[config.mk]
export PLATFORM = sky130hd
export DESIGN_NAME = lpc_io_target
export DESIGN_NICKNAME = d
export VERILOG_FILES = /design/src/rtl/lpc_io_pkg.sv /design/src/rtl/lpc_frame_track.sv /design/src/rtl/lpc_io_fsm.sv /design/src/rtl/lpc_nib_drive.sv /design/src/rtl/lpc_io_target.sv
export SDC_FILE = /design/constraint.sdc
export NUM_CORES = 1
export LEC_CHECK = 0
export ABC_CLOCK_PERIOD_IN_PS = 2100
export BUFFER_PORTS_ARGS = -buffer_cell sky130_fd_sc_hd__buf_4
export CORE_UTILIZATION = 54
export DETAILED_ROUTE_END_ITERATION = 6
export PLACE_DENSITY_LB_ADDON = 0.12
export SETUP_SLACK_MARGIN = 0.2
export SLEW_MARGIN = 20
export SYNTH_ARGS = -nofsm -noshare
export SYNTH_HDL_FRONTEND = slang
export SYNTH_HIERARCHICAL = 1
export SYNTH_SLANG_ARGS = --single-unit
[constraint.sdc]
create_clock -name clk -period 2.1 [get_ports clk]
set_clock_uncertainty 0.2 [all_clocks]
set_input_delay 0.42 -clock clk [delete_from_list [all_inputs] [get_ports clk]]
set_output_delay 0.42 -clock clk [all_outputs]
set_load 0.1 [all_outputs]
[src/rtl/lpc_io_pkg.sv]
package lpc_io_pkg;

  typedef enum logic [2:0] {
    ST_IDLE,
    ST_ADDR,
    ST_WDATA,
    ST_TURN_IN,
    ST_WAIT,
    ST_ACK,
    ST_RDATA,
    ST_TURN_OUT
  } io_state_e;

  localparam logic [3:0] NIB_START_STD  = 4'h0;
  localparam logic [3:0] NIB_ABORT      = 4'hF;
  localparam logic [3:0] NIB_HS_WAIT    = 4'h6;
  localparam logic [3:0] NIB_HS_READY   = 4'h0;
  localparam logic [3:0] NIB_HS_ERROR   = 4'hA;
  localparam logic [3:0] NIB_PULLED     = 4'hF;

  // Kind nibble: [3:2] = transfer type (00 = I/O), [1] = write, [0] reserved zero.
  function automatic logic kind_supported(input logic [3:0] kind);
    return (kind[3:2] == 2'b00) && !kind[0];
  endfunction

  function automatic logic kind_is_write(input logic [3:0] kind);
    return kind[1];
  endfunction

  function automatic logic [3:0] hs_final(input logic err);
    return err ? NIB_HS_ERROR : NIB_HS_READY;
  endfunction

endpackage

[src/rtl/lpc_frame_track.sv]
module lpc_frame_track
  import lpc_io_pkg::*;
#(
  parameter int ABORT_MIN = 4
) (
  input  logic       clk,
  input  logic       rst_n,
  input  logic       frame_n,
  input  logic [3:0] nib_in,
  output logic       kind_slot,
  output logic       start_std,
  output logic       abort_evt
);

  localparam int LC_W = $clog2(ABORT_MIN + 1);

  logic            prev_low;
  logic [3:0]      start_q;
  logic [LC_W-1:0] low_cnt;

  always_ff @(posedge clk or negedge rst_n) begin
    if (!rst_n) begin
      prev_low <= 1'b0;
      start_q  <= NIB_PULLED;
      low_cnt  <= '0;
    end else begin
      prev_low <= !frame_n;
      if (!frame_n) begin
        start_q <= nib_in;
        if (low_cnt != LC_W'(ABORT_MIN)) low_cnt <= low_cnt + 1'b1;
      end else begin
        low_cnt <= '0;
      end
    end
  end

  // First high cycle after a low period: the kind nibble is on the lines.
  assign kind_slot = frame_n && prev_low;
  assign start_std = (start_q == NIB_START_STD);
  assign abort_evt = kind_slot && (start_q == NIB_ABORT) && (low_cnt == LC_W'(ABORT_MIN));

endmodule

[src/rtl/lpc_io_fsm.sv]
module lpc_io_fsm
  import lpc_io_pkg::*;
#(
  parameter int ADDR_W = 16,
  parameter int WIN_W  = 3
) (
  input  logic              clk,
  input  logic              rst_n,
  input  logic              frame_n,
  input  logic [3:0]        nib_in,
  input  logic              kind_slot,
  input  logic              start_std,
  input  logic [ADDR_W-1:0] cfg_base,
  input  logic              loc_ready,
  input  logic              loc_err,
  input  logic [7:0]        loc_rdata,
  output io_state_e         state,
  output logic              phase_second,
  output logic              err_q,
  output logic [7:0]        rdata_q,
  output logic [WIN_W-1:0]  loc_addr,
  output logic [7:0]        loc_wdata,
  output logic              loc_wr,
  output logic              loc_rd
);

  localparam int ADDR_NIBS = ADDR_W / 4;
  localparam int CNT_W     = (ADDR_NIBS > 2) ? $clog2(ADDR_NIBS) : 1;

  logic [CNT_W-1:0]  cnt;
  logic              is_wr;
  logic [ADDR_W-1:0] addr_q;
  logic [7:0]        wdata_q;
  logic [ADDR_W-1:0] addr_next;
  logic              addr_last;
  logic              strobe;
  logic              take_ready;

  function automatic logic in_window(input logic [ADDR_W-1:0] a, input logic [ADDR_W-1:0] b);
    return a[ADDR_W-1:WIN_W] == b[ADDR_W-1:WIN_W];
  endfunction

  assign addr_next    = {addr_q[ADDR_W-5:0], nib_in};
  assign addr_last    = (cnt == CNT_W'(ADDR_NIBS - 1));
  assign phase_second = (cnt == CNT_W'(1));
  assign strobe       = (state == ST_TURN_IN) && phase_second && frame_n;
  assign take_ready   = loc_ready && (strobe || (state == ST_WAIT));

  always_ff @(posedge clk or negedge rst_n) begin
    if (!rst_n) begin
      state   <= ST_IDLE;
      cnt     <= '0;
      is_wr   <= 1'b0;
      err_q   <= 1'b0;
      rdata_q <= '0;
      addr_q  <= '0;
      wdata_q <= '0;
    end else if (!frame_n) begin
      state <= ST_IDLE;
      cnt   <= '0;
    end else begin
      case (state)
        ST_IDLE: begin
          cnt <= '0;
          if (kind_slot && start_std && kind_supported(nib_in)) begin
            is_wr <= kind_is_write(nib_in);
            state <= ST_ADDR;
          end
        end
        ST_ADDR: begin
          addr_q <= addr_next;
          if (addr_last) begin
            cnt <= '0;
            if (in_window(addr_next, cfg_base)) state <= is_wr ? ST_WDATA : ST_TURN_IN;
            else                                state <= ST_IDLE;
          end else begin
            cnt <= cnt + 1'b1;
          end
        end
        ST_WDATA: begin
          if (!phase_second) begin
            wdata_q[3:0] <= nib_in;
            cnt          <= cnt + 1'b1;
          end else begin
            wdata_q[7:4] <= nib_in;
            cnt          <= '0;
            state        <= ST_TURN_IN;
          end
        end
        ST_TURN_IN: begin
          if (!phase_second) begin
            cnt <= cnt + 1'b1;
          end else begin
            cnt   <= '0;
            state <= take_ready ? ST_ACK : ST_WAIT;
          end
        end
        ST_WAIT: begin
          if (take_ready) state <= ST_ACK;
        end
        ST_ACK: begin
          cnt   <= '0;
          state <= is_wr ? ST_TURN_OUT : ST_RDATA;
        end
        ST_RDATA: begin
          if (!phase_second) begin
            cnt <= cnt + 1'b1;
          end else begin
            cnt   <= '0;
            state <= ST_TURN_OUT;
          end
        end
        ST_TURN_OUT: begin
          if (!phase_second) begin
            cnt <= cnt + 1'b1;
          end else begin
            cnt   <= '0;
            state <= ST_IDLE;
          end
        end
        default: state <= ST_IDLE;
      endcase
      if (take_ready) begin
        err_q   <= loc_err;
        rdata_q <= loc_rdata;
      end
    end
  end

  assign loc_wr    = strobe && is_wr;
  assign loc_rd    = strobe && !is_wr;
  assign loc_addr  = addr_q[WIN_W-1:0];
  assign loc_wdata = wdata_q;

endmodule

[src/rtl/lpc_nib_drive.sv]
module lpc_nib_drive
  import lpc_io_pkg::*;
(
  input  io_state_e  state,
  input  logic       phase_second,
  input  logic       err_q,
  input  logic [7:0] rdata_q,
  output logic [3:0] nib_out,
  output logic       nib_oe
);

  always_comb begin
    nib_oe  = 1'b0;
    nib_out = NIB_PULLED;
    case (state)
      ST_WAIT: begin
        nib_oe  = 1'b1;
        nib_out = NIB_HS_WAIT;
      end
      ST_ACK: begin
        nib_oe  = 1'b1;
        nib_out = hs_final(err_q);
      end
      ST_RDATA: begin
        nib_oe  = 1'b1;
        nib_out = phase_second ? rdata_q[7:4] : rdata_q[3:0];
      end
      ST_TURN_OUT: begin
        nib_oe  = !phase_second;
        nib_out = NIB_PULLED;
      end
      default: begin
        nib_oe  = 1'b0;
        nib_out = NIB_PULLED;
      end
    endcase
  end

endmodule

[src/rtl/lpc_io_target.sv]
module lpc_io_target
  import lpc_io_pkg::*;
#(
  parameter int ADDR_W    = 16,
  parameter int WIN_W     = 3,
  parameter int ABORT_MIN = 4
) (
  input  logic              clk,
  input  logic              rst_n,
  input  logic              bus_frame_n,
  input  logic [3:0]        bus_nib_in,
  output logic [3:0]        bus_nib_out,
  output logic              bus_nib_oe,
  input  logic [ADDR_W-1:0] cfg_base,
  output logic [WIN_W-1:0]  loc_addr,
  output logic [7:0]        loc_wdata,
  output logic              loc_wr,
  output logic              loc_rd,
  input  logic [7:0]        loc_rdata,
  input  logic              loc_ready,
  input  logic              loc_err
);

  io_state_e  state;
  logic       phase_second;
  logic       err_q;
  logic [7:0] rdata_q;
  logic       kind_slot;
  logic       start_std;
  logic       abort_evt;

  // Named events for the bound checker.
  logic hs_phase;
  logic hs_wait;
  logic turn_in_phase;

  lpc_frame_track #(
    .ABORT_MIN(ABORT_MIN)
  ) u_frame (
    .clk      (clk),
    .rst_n    (rst_n),
    .frame_n  (bus_frame_n),
    .nib_in   (bus_nib_in),
    .kind_slot(kind_slot),
    .start_std(start_std),
    .abort_evt(abort_evt)
  );

  lpc_io_fsm #(
    .ADDR_W(ADDR_W),
    .WIN_W (WIN_W)
  ) u_fsm (
    .clk         (clk),
    .rst_n       (rst_n),
    .frame_n     (bus_frame_n),
    .nib_in      (bus_nib_in),
    .kind_slot   (kind_slot),
    .start_std   (start_std),
    .cfg_base    (cfg_base),
    .loc_ready   (loc_ready),
    .loc_err     (loc_err),
    .loc_rdata   (loc_rdata),
    .state       (state),
    .phase_second(phase_second),
    .err_q       (err_q),
    .rdata_q     (rdata_q),
    .loc_addr    (loc_addr),
    .loc_wdata   (loc_wdata),
    .loc_wr      (loc_wr),
    .loc_rd      (loc_rd)
  );

  lpc_nib_drive u_drive (
    .state       (state),
    .phase_second(phase_second),
    .err_q       (err_q),
    .rdata_q     (rdata_q),
    .nib_out     (bus_nib_out),
    .nib_oe      (bus_nib_oe)
  );

  assign hs_phase      = (state == ST_WAIT) || (state == ST_ACK);
  assign hs_wait       = (state == ST_WAIT);
  assign turn_in_phase = (state == ST_TURN_IN);

endmodule

# Word level (Yosys, flattened, before mapping)
# Cells that the tools add are included.
dict set report word_totals {
  register_bits 40
  input_bits 33
  out_inout_bits 18
}
dict set report classes {
  bitwise_logic 1
  mux 21
  add_sub_neg 1
  n_reduce_logical 26
  n_eq_ne 18
}
# cell n
set op_table {}
lappend op_table {{2-to-1 mux 3 bit} 9}
lappend op_table {{one-hot mux 3 bit (8 select lines)} 1}
lappend op_table {{!= test 3 x 2 -> 1 bit (second input constant)} 7}
lappend op_table {{equality test 13 bit} 1}
lappend op_table {{equality test 3 bit (second input constant)} 4}
lappend op_table {{one-hot mux 4 bit (3 select lines)} 1}
lappend op_table {{logical AND 1 bit} 9}
lappend op_table {{AND reduction 3 bit} 3}
lappend op_table {{2-to-1 mux 4 bit} 2}
lappend op_table {{AND reduction 7 bit} 1}
lappend op_table {{equality test 3 x 2 -> 1 bit (second input constant)} 2}
lappend op_table {{2-to-1 mux 2 bit} 3}
lappend op_table {{one-hot mux 2 bit (3 select lines)} 1}
lappend op_table {{logical NOT 1 bit} 4}
lappend op_table {{logical NOT 4 bit} 1}
lappend op_table {{!= test 4 x 3 -> 1 bit (second input constant)} 1}
lappend op_table {{AND reduction 2 bit} 2}
lappend op_table {{OR reduction 4 bit} 1}
lappend op_table {{equality test 3 x 1 -> 1 bit (second input constant)} 1}
lappend op_table {{logical NOT 3 bit} 1}
lappend op_table {{2-to-1 mux 1 bit} 3}
lappend op_table {{OR reduction 3 bit} 1}
lappend op_table {{adder 2 x 1 -> 2 bit (second input constant)} 1}
lappend op_table {{equality test 2 x 1 -> 1 bit (second input constant)} 1}
lappend op_table {{6 further kinds} 6}

# Longest topological paths before layout
dict set report depth {
  depth_word 9
  depth_mapped 6
  ltp_nobuf 6
}

# Modules after synthesis
# Netlist, hierarchy kept.
# mod area_each_um2 instances cells_per_inst
set by_module_without_submodules {}
lappend by_module_without_submodules {lpc_io_fsm 1781.7 1 145}
lappend by_module_without_submodules {lpc_frame_track 387.9 1 32}
lappend by_module_without_submodules {lpc_nib_drive 125.1 1 17}

# Worst setup path before layout
# Ideal clock, no wire load.
dict set report synth_timing {
  kind {register to output}
  startpoint {reg u_fsm.cnt[0]}
  endpoint {out bus_nib_out[0]}
  required_ps 1480
  slack_ps -949
  stages_incl_launch_ff 5
  arrival_time_ps 2429
  n_path_buf 1
  path_cell_list {dfrtp_1 ha_1 buf_4 mux2i_1 a22oi_1}
}
dict set report synth_via {
  elab_chain_len 3
}
# element line_no
set synth_lines {}
lappend synth_lines {{start, declared} lpc_io_fsm.sv:30} ;# logic [CNT_W-1:0] cnt;
lappend synth_lines {{start signal, assigned} lpc_io_fsm.sv:77} ;# cnt <= cnt + 1'b1;
lappend synth_lines {{start signal, assigned} lpc_io_fsm.sv:83} ;# cnt <= cnt + 1'b1;
lappend synth_lines {{start signal, assigned} lpc_io_fsm.sv:92} ;# cnt <= cnt + 1'b1;
lappend synth_lines {{equality test 2 x 1 -> 1 bit} lpc_io_fsm.sv:45} ;# assign phase_second = (cnt == CNT_W'(1));
lappend synth_lines {{net phase_second} lpc_io_target.sv:25} ;# logic phase_second;
lappend synth_lines {{2-to-1 mux 4 bit} lpc_nib_drive.sv:26} ;# nib_out = phase_second ? rdata_q[7:4] : rdata_q[3:0];
lappend synth_lines {{one-hot mux 4 bit (3 select lines)} lpc_nib_drive.sv:15} ;# case (state)
lappend synth_lines {{end, declared} lpc_io_target.sv:12} ;# output logic [3:0] bus_nib_out,
# The timed path passes the listed nets, and every way through them passes these cells.

# Worst setup path after layout
dict set report layout_timing {
  startpoint {reg u_fsm.cnt[0]}
  endpoint {out bus_nib_out[3]}
}
# Same word-level chain as after synthesis.

==> impl_metrics.json <==
{
  "gp_congestion": 0.7899,
  "grt_use_met3_pct": 5.986,
  "cellPowerDensity_nw_per_um2": 508.8,
  "failed_checks": "setup timing",
  "cts_tree": "done",
  "worstPathCellList": "ha_4 -> buf_6 -> mux2i_1 -> o211ai_1 -> buf_6",
  "path_buf_inv": 2,
  "swShare_pct": 27.12,
  "grt_overflow": 0,
  "dpl_worst_slack_ns": 0.01239,
  "tns_ns": -0.7864,
  "worstPathRequired_ns": 1.48,
  "synth_cells": 175,
  "syn2layout_area_growth_pct": 41.52,
  "reg2reg_slack_ns": 0.12,
  "grt_pass1_wl_um": 7479,
  "cts.clk_slew.worst_paths_ns": 0.07,
  "synth.net_count": 211,
  "dieArea_um2": 4160,
  "cp.arrival_ns": 1.64,
  "fin_ws_ns": -0.1624,
  "slew_viol_final": 0,
  "finalHoldViolCount": 0,
  "crit_family": "flip-flops",
  "cts_buffers": 5,
  "p_int_mw": 1.107,
  "rsz0062_at_grt": "yes",
  "crit_path_max_fanout": 6,
  "critPathMostFrequentCell": "buf_6",
  "drive_gt1_share_pct": 58.44,
  "leakage_nw": 1.425,
  "post-dp-hpwl_um": 3088,
  "routed_wl_um": 5234,
  "rows": 22,
  "initial_utilization_pct": 56.77,
  "htreeDepth": 2,
  "post_dp_cell_area_um2": 2574,
  "p_switching_mw": 0.4120,
  "synth_area_um2": 2110,
  "wl_per_cell_um": 17.99,
  "drv_cap": 0,
  "total_power_mw": 1.519,
  "endpoint_kind": "output pin",
  "tightest_slew_ns": 0.4963,
  "sequentialPowerShare_pct": 53.6,
  "critPathKind": "reg2out",
  "antenna_found_initial": 0,
  "antennaDiodeCount": 0,
  "critPathSlowestCell": "dfrtp_1",
  "top_usage_layer": "met2",
  "vias": 1673,
  "clock_sink_count": 40,
  "avgSynthCellArea_um2": 12.05,
  "clkPwrFrac_pct": 32.5,
  "ant_nets": 0,
  "final_area_um2": 2985,
  "nFillCells": 203,
  "die_width_um": 64.50,
  "core_area_um2": 3716,
  "port_buffers": 47,
  "hp-class": "in2reg",
  "setup_viol": 7,
  "fin_crit_ns": 2.262,
  "clock_path_buffers": 2,
  "slew_headroom_pct": 66.48,
  "fp.dieH_um": 64.50,
  "startpoint_type": "register",
  "viasPerCell": 5.749,
  "outcome": "finished with violations",
  "root_buffer": "clkbuf_8",
  "grtUsageTotal_pct": 23.91,
  "fin_crit_sh_pct": 107.7,
  "ir_worst_vdd_v": 0.0004971,
  "fmax_ghz": 0.4420,
  "drt-initial-drc-count": 71,
  "combPwrFrac_pct": 13.9,
  "grt_use_met2_pct": 39.34,
  "remaining_drc_errors": 0,
  "io_pins": 51,
  "clk-insertion-delay-late_ns": 0.29,
  "slowest_delay_ns": 0.42,
  "dr.pass1.iters": 4,
  "synth_warnings": 6,
  "nets": 278,
  "use_met1_pct": 30.72,
  "grt_max_degree": 41,
  "grt_pass1_vias": 1576
}
==> flip-flops by register name, summed over array words and instances, names as in the netlist <==
| name | cells |
|---|---|
| u_fsm/rdata_q | 8 |
| u_fsm/state | 3 |
| u_fsm/addr_q | 12 |
| u_frame/start_q | 4 |
| u_fsm/err_q | 1 |
| u_fsm/is_wr | 1 |
| u_fsm/cnt | 2 |
| u_fsm/loc_wdata | 8 |
| u_frame/prev_low | 1 |
==> worst paths after layout <==
kind,start,endpoint,depth (start not counted)
min in group asynchronous,rst_n,u_fsm/addr_q[4]$_DFFE_PN0P_,2
worst min register to register,u_fsm/rdata_q[7]$_DFFE_PN0P_,u_fsm/rdata_q[7]$_DFFE_PN0P_,1
max in group asynchronous,rst_n,u_fsm/state[1]$_DFFE_PN0P_,2
worst max register to register,u_fsm/cnt[1]$_DFFE_PN0P_,u_fsm/state[0]$_DFFE_PN0P_,8
worst max-delay path,u_fsm/cnt[0]$_DFFE_PN0P_,bus_nib_out[3],5
worst min-delay path,loc_rdata[7],u_fsm/rdata_q[7]$_DFFE_PN0P_,2
==> power groups by stage <==
| stage | clock network [mW] | logic, mW | registers (mW) |
|---|---|---|---|
| 5_1_grt | 0.540 | 0.223 | 0.817 |
| 2_1_floorplan | 0 | 0.0888 | 0.858 |
| 4_1_cts | 0.506 | 0.208 | 0.814 |
| 3_3_place_gp | 0 | 0.198 | 0.827 |
| 6_report | 0.493 | 0.211 | 0.815 |
| 3_5_place_dp | 0 | 0.203 | 0.829 |
==> worst register-to-register path, stage by stage, from the launching register on <==
cell and delay [ns]:
dfrtp_1 0.40, inv_2 0.09, ha_4 0.15, buf_6 0.14
buf_4 0.15, nor2b_1 0.09, a211oi_2 0.25, nand3_1 0.15
o311ai_2 0.27
==> layout make-up <==
cell class                      instances  area [um^2]  area share, %
Clock inverter                          3        18.77         0.6287
Sequential cell                        40         1008          33.78
Multi-Input combinational cell        119         1187          39.77
Timing Repair Buffer                   70        619.3          20.75
Inverter                                6        22.52         0.7544
Clock buffer                            5        68.82          2.305
Tap cell                               48        60.06          2.012
==> per-stage QoR <==
step / hold slack (ns) / utilization [%] / instances
global route: 0.1472 / 80.34 / 291
finish: 0.1576 / 80.34 / 291
global placement: 0.2118 / 69.26 / 268
CTS: 0.1483 / 76.30 / 282
floorplan: -0.07559 / - / 175
detailed placement: 0.2247 / 69.26 / 268
==> metal layers <==
| layer | vias up | share of wire [%] |
|---|---|---|
| li1 | 763 | - |
| met1 | 848 | 43 |
| met2 | 54 | 50 |
| met3 | 8 | 5.0 |
| met4 | 0 | 1.5 |
| met5 | - | 0 |
==> placed cells by master (no fill, tap or decap), types with 2 or more instances in the layout <==
cell type  instances
inv_1              5
nor3_1             2
dfstp_2            4
mux2_2            24
mux2_1             2
nor2_1             6
dfrtp_2            2
mux2i_2            2
buf_4             56
buf_8              3
buf_6              7
o21ai_0            5
nand3_1            3
nand2_1            5
o211a_4            2
dfrtp_1           34
and2_1             5
ha_4               2
and3b_2            3
clkinv_2           2
nor4_1             4
mux2i_1            2
buf_12             2
mux2_4             8
xor2_1            13
clkbuf_8           5
==> timing repair <==
action | CTS | global route
buffers inserted | 4 | 8
pin swaps | 7 | 8
hold buffers | 1 | 0
endpoints found under the setup margin | 21 | 23
gates resized for setup | 31 | 16
cloned | 1 | 1
endpoints found under the hold margin | 36 | 0
Power figures use the tool's default switching activity.
